**src/rtl/pwm_pkg.sv**
```systemverilog
// Package: pwm_pkg
// Shared constants and types for the compare-based PWM generator.
// Assumes all users take widths from these defaults unless overridden.
package pwm_pkg;

    localparam int DEF_CNT_W = 8;
    localparam int DEF_NSRC  = 4;

    // Encoding of the polarity setting held in the live register.
    typedef enum logic {
        POL_START_HIGH = 1'b0,
        POL_START_LOW  = 1'b1
    } pwm_pol_e;

endpackage

```
**src/rtl/pwm_tick_sel.sv**
```systemverilog
// Module: pwm_tick_sel
// Selects one tick source out of NSRC and gates it with a run enable.
// Assumes each source is already a single-cycle pulse or level in the clk
// domain. An out-of-range select yields no tick.
module pwm_tick_sel #(
    parameter int NSRC  = 4,
    parameter int SEL_W = (NSRC > 1) ? $clog2(NSRC) : 1
) (
    input  logic             run_en,
    input  logic [SEL_W-1:0] sel,
    input  logic [NSRC-1:0]  src,
    output logic             tick
);

    logic [NSRC-1:0] hit;

    // One decoder slice per source: pass the source bit when selected.
    for (genvar g = 0; g < NSRC; g++) begin : g_src
        assign hit[g] = src[g] && (sel == SEL_W'(g));
    end

    // Merge the slices and apply the run gate.
    always_comb begin
        tick = run_en && (|hit);
    end

endmodule

```
**src/rtl/pwm_counter.sv**
```systemverilog
// Module: pwm_counter
// Free-running up counter that advances on tick and wraps to zero when it
// reaches the last count of the live period (period - 1). Periods 0 and 1
// hold the counter at zero and make every tick a wrap.
// Assumes act_per changes only on a wrap (driven by pwm_shadow).
module pwm_counter #(
    parameter int CNT_W = 8
) (
    input  logic             clk,
    input  logic             rst_n,
    input  logic             tick,
    input  logic [CNT_W-1:0] act_per,
    output logic [CNT_W-1:0] cnt,
    output logic             wrap
);

    logic [CNT_W-1:0] last_cnt;
    logic             short_per;
    logic             per_hit;

    // Period comparator: equality against the last count of the cycle.
    always_comb begin
        last_cnt  = act_per - CNT_W'(1);
        short_per = (act_per <= CNT_W'(1));
        per_hit   = (cnt == last_cnt);
        wrap      = tick && (short_per || per_hit);
    end

    // Counter register: step on tick, clear on wrap.
    always_ff @(posedge clk) begin
        if (!rst_n) begin
            cnt <= '0;
        end else if (wrap) begin
            cnt <= '0;
        end else if (tick) begin
            cnt <= cnt + CNT_W'(1);
        end
    end

endmodule

```
**src/rtl/pwm_shadow.sv**
```systemverilog
// Module: pwm_shadow
// Holding registers for period and duty, plus the live compare registers.
// Writes go to holding storage at once. Holding values and the polarity
// input pass to the live registers only when load is high (the wrap tick).
// A write in the load cycle is seen at the next load.
module pwm_shadow #(
    parameter int CNT_W = 8
) (
    input  logic                    clk,
    input  logic                    rst_n,
    input  logic                    per_wr,
    input  logic [CNT_W-1:0]        per_wdata,
    input  logic                    duty_wr,
    input  logic [CNT_W-1:0]        duty_wdata,
    input  logic                    pol_in,
    input  logic                    load,
    output logic [CNT_W-1:0]        act_per,
    output logic [CNT_W-1:0]        act_duty,
    output pwm_pkg::pwm_pol_e       act_pol,
    output logic [CNT_W-1:0]        hold_duty
);

    logic [CNT_W-1:0] hold_per;

    // Holding registers: capture software writes.
    always_ff @(posedge clk) begin
        if (!rst_n) begin
            hold_per  <= '0;
            hold_duty <= '0;
        end else begin
            if (per_wr)  hold_per  <= per_wdata;
            if (duty_wr) hold_duty <= duty_wdata;
        end
    end

    // Live registers: take the holding values at the period boundary.
    always_ff @(posedge clk) begin
        if (!rst_n) begin
            act_per  <= '0;
            act_duty <= '0;
            act_pol  <= pwm_pkg::POL_START_HIGH;
        end else if (load) begin
            act_per  <= hold_per;
            act_duty <= hold_duty;
            act_pol  <= pwm_pkg::pwm_pol_e'(pol_in);
        end
    end

endmodule

```
**src/rtl/pwm_out_latch.sv**
```systemverilog
// Module: pwm_out_latch
// Set/reset output stage. The wrap sets the latch when the incoming duty is
// non-zero. The duty comparator clears it when the next count equals the
// live duty. The stored level is then inverted by the live polarity.
// Assumes nxt_duty is the value the live duty register takes at this wrap.
module pwm_out_latch #(
    parameter int CNT_W = 8
) (
    input  logic                clk,
    input  logic                rst_n,
    input  logic                tick,
    input  logic                wrap,
    input  logic [CNT_W-1:0]    cnt,
    input  logic [CNT_W-1:0]    act_duty,
    input  logic [CNT_W-1:0]    nxt_duty,
    input  pwm_pkg::pwm_pol_e   act_pol,
    output logic                pwm_out
);

    logic [CNT_W:0] cnt_inc;
    logic           duty_hit;
    logic           set_q;
    logic           clr_q;
    logic           q;

    // Duty comparator: equality of the next count against the live duty.
    always_comb begin
        cnt_inc  = {1'b0, cnt} + (CNT_W+1)'(1);
        duty_hit = (cnt_inc == {1'b0, act_duty});
        set_q    = wrap && (nxt_duty != '0);
        clr_q    = (wrap && (nxt_duty == '0)) || (tick && !wrap && duty_hit);
    end

    // Latch register: set wins at the boundary, clear ends the active phase.
    always_ff @(posedge clk) begin
        if (!rst_n) begin
            q <= 1'b0;
        end else if (set_q) begin
            q <= 1'b1;
        end else if (clr_q) begin
            q <= 1'b0;
        end
    end

    // Output polarity stage.
    always_comb begin
        pwm_out = q ^ (act_pol == pwm_pkg::POL_START_LOW);
    end

endmodule

```
**src/rtl/pwm_cmp_gen.sv**
```systemverilog
// Module: pwm_cmp_gen (top)
// Single-channel PWM: tick select, period counter, buffered compare
// registers and set/reset output stage. All inputs are synchronous to clk.
module pwm_cmp_gen #(
    parameter int CNT_W = pwm_pkg::DEF_CNT_W,
    parameter int NSRC  = pwm_pkg::DEF_NSRC,
    localparam int SEL_W = (NSRC > 1) ? $clog2(NSRC) : 1
) (
    input  logic             clk,
    input  logic             rst_n,
    input  logic             run_en,
    input  logic [SEL_W-1:0] tick_sel,
    input  logic [NSRC-1:0]  tick_src,
    input  logic             per_wr,
    input  logic [CNT_W-1:0] per_wdata,
    input  logic             duty_wr,
    input  logic [CNT_W-1:0] duty_wdata,
    input  logic             pol_inv,
    output logic             pwm_out
);

    logic              tick;
    logic              wrap;
    logic [CNT_W-1:0]  cnt;
    logic [CNT_W-1:0]  act_per;
    logic [CNT_W-1:0]  act_duty;
    logic [CNT_W-1:0]  hold_duty;
    pwm_pkg::pwm_pol_e act_pol;

    pwm_tick_sel #(.NSRC(NSRC), .SEL_W(SEL_W)) u_tick (
        .run_en (run_en),
        .sel    (tick_sel),
        .src    (tick_src),
        .tick   (tick)
    );

    pwm_counter #(.CNT_W(CNT_W)) u_cnt (
        .clk     (clk),
        .rst_n   (rst_n),
        .tick    (tick),
        .act_per (act_per),
        .cnt     (cnt),
        .wrap    (wrap)
    );

    pwm_shadow #(.CNT_W(CNT_W)) u_shadow (
        .clk        (clk),
        .rst_n      (rst_n),
        .per_wr     (per_wr),
        .per_wdata  (per_wdata),
        .duty_wr    (duty_wr),
        .duty_wdata (duty_wdata),
        .pol_in     (pol_inv),
        .load       (wrap),
        .act_per    (act_per),
        .act_duty   (act_duty),
        .act_pol    (act_pol),
        .hold_duty  (hold_duty)
    );

    pwm_out_latch #(.CNT_W(CNT_W)) u_out (
        .clk      (clk),
        .rst_n    (rst_n),
        .tick     (tick),
        .wrap     (wrap),
        .cnt      (cnt),
        .act_duty (act_duty),
        .nxt_duty (hold_duty),
        .act_pol  (act_pol),
        .pwm_out  (pwm_out)
    );

endmodule

```
**config.mk**
```make
export PLATFORM = sky130hd
export DESIGN_NAME = pwm_cmp_gen
export DESIGN_NICKNAME = d
export VERILOG_FILES = /design/src/rtl/pwm_pkg.sv /design/src/rtl/pwm_tick_sel.sv /design/src/rtl/pwm_counter.sv /design/src/rtl/pwm_shadow.sv /design/src/rtl/pwm_out_latch.sv /design/src/rtl/pwm_cmp_gen.sv
export SDC_FILE = /design/constraint.sdc
export NUM_CORES = 1
export LEC_CHECK = 0
export CORE_ASPECT_RATIO = 1.1
export CORE_MARGIN = 2
export CORE_UTILIZATION = 49
export DETAILED_ROUTE_END_ITERATION = 8
export PLACE_DENSITY = 0.75
export SLEW_MARGIN = 20
export SYNTH_ARGS = -nofsm -noshare
export SYNTH_HDL_FRONTEND = slang
export SYNTH_SLANG_ARGS = --single-unit
```
**constraint.sdc**
```tcl
create_clock -name clk -period 2.1 [get_ports clk]
set_clock_uncertainty 0.05 [all_clocks]
set_input_delay 0.63 -clock clk [delete_from_list [all_inputs] [get_ports clk]]
set_output_delay 0.63 -clock clk [all_outputs]
set_load 0.01 [all_outputs]
```
# ---- Yosys cells after proc, flatten, opt, wreduce, memory -nomap -nowiden
# Cells that the tools add are included.
dict set report op_classes {
  magnitude_cmp 1
  n_mux 2
  eq_ne 5
  bitwise 2
  reduce_logical 19
  addsub 3
}
# op count
set op_table {}
lappend op_table {{logical AND 1 bit} 10}
lappend op_table {{adder 8 x 1 -> 9 bit (second input constant)} 1}
lappend op_table {{equality test 9 x 8 -> 1 bit} 1}
lappend op_table {{adder 8 x 1 -> 8 bit (second input constant)} 1}
lappend op_table {{equality test 8 bit} 1}
lappend op_table {{<= comparator 8 x 1 -> 1 bit (second input constant)} 1}
lappend op_table {{zero test 8 bit} 1}
lappend op_table {{nonzero test 8 bit} 1}
lappend op_table {{subtractor 8 x 1 -> 8 bit (second input constant)} 1}
lappend op_table {{equality test 2 bit (second input constant)} 2}
lappend op_table {{OR reduction 4 bit} 1}
lappend op_table {{equality test 2 x 1 -> 1 bit (second input constant)} 1}
lappend op_table {{zero test 2 bit} 1}
lappend op_table {{logical OR 1 bit} 2}
lappend op_table {{two-way mux 1 bit} 2}
lappend op_table {{nonzero test 2 bit} 1}
lappend op_table {{OR reduction 2 bit} 1}
lappend op_table {{zero test 1 bit} 1}
lappend op_table {{inverter 1 bit} 1}
lappend op_table {{XOR 1 bit} 1}
dict set report totals {
  out_inout_bits 1
  wordCells 39
  reg_bits 42
}

# ---- Depth between registers and ports, before layout
dict set report depth {
  ltp_word 11
  mapped_depth 9
  depth_no_buf 7
}

# ---- Cells and area by module
# From an unflattened synthesis, not the netlist that was laid out.
dict set report unflattened {
  hier_cells 239
  hier_area_um2 2356.0
}
# mod seq_area_each_um2 area_per_inst_um2 instances cells_per_inst
set by_module_without_submodules {}
lappend by_module_without_submodules {pwm_shadow 660.6 1252.5 1 106}
lappend by_module_without_submodules {pwm_counter 160.2 709.4 1 83}
lappend by_module_without_submodules {pwm_out_latch 20.0 365.4 1 48}
lappend by_module_without_submodules {pwm_tick_sel 0.0 28.8 1 2}

# ---- Least setup slack after synthesis
# No wires, ideal clock.
dict set report synth_timing {
  path_kind {input to register}
  startpoint {in tick_sel[0]}
  endpoint {reg u_out.q}
  arrival_time_ns 1.969
  setup_slack_ns -0.049
  stages 8
  required_time_ns 1.920
  cell_sequence {mux4_2 -> and2_1 -> buf_2 -> nand4_1 -> o41ai_2 -> buf_6 -> buf_12 -> mux2i_1}
}
dict set report synth_between {
  elab_chain_cells 10
}
# element line_no
set synth_rtl {}
lappend synth_rtl {{from (decl)} pwm_cmp_gen.sv:12} ;# input logic [SEL_W-1:0] tick_sel,
lappend synth_rtl {{equality test 2 x 1 -> 1 bit, or another cell as far along} pwm_tick_sel.sv:19} ;# assign hit[g] = src[g] && (sel == SEL_W'(g));
lappend synth_rtl {{logical AND 1 bit} pwm_tick_sel.sv:19}
lappend synth_rtl {{OR reduction 4 bit (*)} pwm_tick_sel.sv:24} ;# tick = run_en && (|hit);
lappend synth_rtl {{logical AND 1 bit (*)} pwm_tick_sel.sv:24}
lappend synth_rtl {{logical AND 1 bit} pwm_counter.sv:26} ;# wrap = tick && (short_per || per_hit);
lappend synth_rtl {{zero test 1 bit} pwm_out_latch.sv:31} ;# clr_q = (wrap && (nxt_duty == '0)) || (tick && !wrap && duty_hit);
lappend synth_rtl {{logical AND 1 bit (2 in a row)} pwm_out_latch.sv:31}
lappend synth_rtl {{logical OR 1 bit} pwm_out_latch.sv:31}
lappend synth_rtl {{nonzero test 2 bit (no line)} --}
lappend synth_rtl {{to (signal assigned)} pwm_out_latch.sv:37} ;# q <= 1'b0;
lappend synth_rtl {{to (signal assigned)} pwm_out_latch.sv:39} ;# q <= 1'b1;
lappend synth_rtl {{to (signal assigned)} pwm_out_latch.sv:41} ;# q <= 1'b0;
lappend synth_rtl {{to (decl)} pwm_out_latch.sv:24} ;# logic q;
# Every way passes the cells marked *; elsewhere a longest branch is shown, timed or not.
# A chain may end at the register's enable or synchronous reset.

# ---- Worst setup path in the final report
dict set report layout_timing {
  startpoint {reg u_shadow.act_per[1]}
  endpoint {reg u_shadow.act_per[1]}
}
dict set report layout_between {
  elab_chain_cells 4
}
# element line_no
set layout_rtl {}
lappend layout_rtl {{from (decl)} pwm_shadow.sv:17} ;# output logic [CNT_W-1:0] act_per,
lappend layout_rtl {{from (signal assigned)} pwm_shadow.sv:43} ;# act_per <= hold_per;
lappend layout_rtl {{subtractor 8 x 1 -> 8 bit} pwm_counter.sv:23} ;# last_cnt = act_per - CNT_W'(1);
lappend layout_rtl {{equality test 8 bit} pwm_counter.sv:25} ;# per_hit = (cnt == last_cnt);
lappend layout_rtl {{logical OR 1 bit (*)} pwm_counter.sv:26}
lappend layout_rtl {{logical AND 1 bit (*)} pwm_counter.sv:26}
# Marked as above.

==> metrics <==
Die Footprint=between 5000 and 6000 um2; Hold Vio Cnt, Final=0; Most Frequent Cell on Critical Path=mux2i_1; actual slew at the worst max-slew pin=between 300 and 400 ps; YS warnings=0; Total GRT Usage=approximately a fifth; Worst EP arrival=2290 ps; clock sink count=42; Netlist cell types=37; max cap viols=0; sequence of cells on the critical path=inv_2 > ha_4 > nor3b_4 > mux2i_1 > a21oi_2 > o41ai_4 > buf_6 > buf_12 > mux2i_1; CTS hold repair buffers=0; M1 WL=about 2200 um; Clock Latency Late Sink=roughly 300 ps; Final nets=~320; max incr delay on CP=about 380 ps; Max-slew headroom=75.25%; Multi-input gate area=between 1000 and 1500 um2; commonest non-fill, non-tap cell in the layout=dfxtp_1; IO Count=29; final worst slack=-10.89 ps; layout cell share with drive strength beyond 1=between 20% and 30%; RSZ-0062 raised after global routing=yes; worst setup path class=flop to flop; failing checks=negative setup slack; FMAX=~0.47 GHz; total grt overflow=0; H-tree level count=2; router iterations before antenna repair=4; status=complete, but fails checks; sequential area share after synthesis=between 30% and 40%; I/O Buffers=28; final setup fails=6; CP Capture Type=flop; placed cells=between 300 and 400; Crit-path slowest cell=o41ai_4; Storage cell area=843.3 um2; CTS root buffer=clkbuf_8; Chip Height=74.97 um; DR WL/cell=~14 um; row count=25; core area=4348 um2; Final period util=100.5%; Post-DP HPWL=approximately 3300 um; peak fanout along the critical path=7; fillers=343; Syn Std Cell Area=2243 um2; Area Overhead vs Synth=32.91%; PwrDens=625.1 nW/um2; Finished Layout Cells=roughly 340; Period minus WS final=around 2100 ps; total CTS buffers=5; first-pass GRT wire length=approximately 8000 um; starting density of the core=between 50 and 60%; post-layout instance area=just under 3000 um2; Mapped Nets=between 200 and 300; wirelength, routed=4888 um; max layer used=met4; Detail Route Antenna Nets=0; commonest non-fill, non-tap cells in the layout=dfxtp_1, mux2i_1, nand2_1, buf_4, clkdlybuf4s50_1; CTS clk-pin slew, worst paths=approximately 80 ps; ANT cells=0; largest net degree at the start of global routing=43; Syn Inst Count=roughly 240; max-slew violations=0; Reg2Reg Setup Slack=-10 ps; via count=about 1800; Final GP Congestion=between 0.8 and 0.9; DRC Markers=0; routed wl met2=around 2500 um; die width=about 69 um; Via density=about 5.2; clk buf depth=2; VDD IR-drop max=447.8 uV; startpoint type of the worst setup path=flop; vias in the first global route=1719; synthesized area per cell=approximately 9.4 um2; DR WL met3=~150 um; Worst Path Required=~2300 ps; 1st-iter DRT viols=just under 60; Yosys reg bits=between 40 and 50; initial antenna violation count=0; Hold Crit Class=flop to flop; CTS tree=yes; Leakage Power=1.270 nW; area post-placement=2705 um2
registers in the layout, summed over array words and instances (netlist names):
| name | count |
|---|---|
| u_shadow.act_pol | 1 |
| u_shadow.hold_duty | 8 |
| u_shadow.hold_per | 8 |
| u_cnt.cnt | 8 |
| u_shadow.act_per | 8 |
| u_shadow.act_duty | 8 |
| u_out.q | 1 |
final timing paths:
path / startpoint / endpoint / depth (start not counted)
max: u_shadow.act_per[1] / u_shadow.act_per[1] / 9
min: u_shadow.hold_per[7] / u_shadow.act_per[7] / 2
max reg2reg: u_shadow.act_per[1] / u_shadow.act_per[1] / 9
min reg2reg: u_shadow.hold_per[7] / u_shadow.act_per[7] / 2
routing by layer:
metal | track usage, % | vias up
met5 | 0 | -
met3 | 3.587 | 10
met4 | 9.778 | 0
li1 | - | 899
met1 | 26.16 | 836
met2 | 35.90 | 27
stage by stage:
stage	power, mW	util, %	hold slack (ps)	TNS, ps	setup slack, ps
after CTS	1.868	67.68	419.3	0	16.15
after global placement	1.181	62.22	398.4	-10670	-436.5
after detailed placement	1.188	62.22	407.3	-11600	-492.3
after floorplan	1.071	-	387.3	0	12.20
final	1.864	68.58	417.2	-39.34	-10.89
after global routing	1.937	68.58	436.1	-1581	-130.0
layout make-up:
| cell class | count | area share (%) |
|---|---|---|
| tap | 54 | 2.266 |
| sequential | 42 | 28.28 |
| clock buffer | 6 | 2.434 |
| clock inverter | 2 | 1.259 |
| inverter | 2 | 0.2518 |
| multi-input combinational | 176 | 46.45 |
| timing repair buffer | 57 | 19.05 |
power by group:
| group | total, mW | leakage (nW) | switching [mW] | internal [mW] |
|---|---|---|---|---|
| sequential | 0.856 | 0.344 | 0.0249 | 0.831 |
| combinational | 0.367 | 0.875 | 0.155 | 0.213 |
| clock | 0.640 | 0.0514 | 0.286 | 0.355 |
| total | 1.86 | 1.27 | 0.465 | 1.40 |
logic make-up (layout without fill, tap and decap cells):
| logic type | Yosys count | in the layout | synth area share, % |
|---|---|---|---|
| buffers and inverters | 20 | 67 | 5.242 |
| DFF | 42 | 42 | 37.48 |
| and+or+nand+nor | 93 | 93 | 22.31 |
| muxes | 37 | 37 | 17.07 |
| xor gates and xnor gates | 28 | 28 | 11.60 |
| AOI/OAI and AO/OA | 15 | 15 | 4.630 |
| adders and majority gates | 3 | 3 | 1.673 |
worst max-delay path, delay by kind of cell, from the launching register on:
family | cells | cell delay (ps)
multiplexers | 2 | 430
adder cells (fa/ha/maj) | 1 | 150
flip-flops | 1 | 330
AO/OA/AOI/OAI | 2 | 480
AND/OR/NAND/NOR | 1 | 200
buffers and inverters | 3 | 410
synthesized netlist by cell type:
| library cell | count | area share (%) |
|---|---|---|
| nand4_1 | 4 | 1.1 |
| a211oi_1 | 1 | 0.33 |
| a21oi_1 | 6 | 1.3 |
| nand3_1 | 7 | 1.6 |
| or4_1 | 2 | 0.67 |
| o21ba_2 | 1 | 0.45 |
| and4_1 | 2 | 0.78 |
| buf_12 | 1 | 0.89 |
| nand2_1 | 35 | 5.9 |
| ha_1 | 3 | 1.7 |
| clkbuf_2 | 2 | 0.45 |
| mux2i_1 | 36 | 16 |
| nor3b_1 | 9 | 3.0 |
| buf_2 | 4 | 0.89 |
| buf_6 | 1 | 0.50 |
| nor3_1 | 2 | 0.45 |
| nor2b_1 | 16 | 4.5 |
| nand2b_1 | 1 | 0.28 |
| xor2_1 | 18 | 7.0 |
| o21ai_0 | 3 | 0.67 |
| o41ai_2 | 1 | 0.73 |
| xnor2_1 | 9 | 3.5 |
| xor3_1 | 1 | 1.1 |
| and3_1 | 4 | 1.1 |
| and4b_1 | 1 | 0.45 |
| o211ai_1 | 1 | 0.33 |
| and2_1 | 4 | 1.1 |
| inv_1 | 2 | 0.33 |
| or4b_1 | 1 | 0.45 |
| mux4_2 | 1 | 1.0 |
| buf_8 | 1 | 0.67 |
| o41ai_1 | 1 | 0.39 |
| nand3b_1 | 1 | 0.33 |
| dfxtp_1 | 42 | 37 |
| clkbuf_1 | 9 | 1.5 |
| a221oi_1 | 1 | 0.39 |
| nor2_1 | 4 | 0.67 |
repair_timing:
| item | in CTS | in global routing |
|---|---|---|
| cloned | 2 | 0 |
| resized for setup | 21 | 17 |
| setup endpoints to repair | 26 | 27 |
| buffers inserted | 4 | 2 |
| pin swaps | 4 | 3 |
Note: power is estimated with default switching activity, not from simulation.
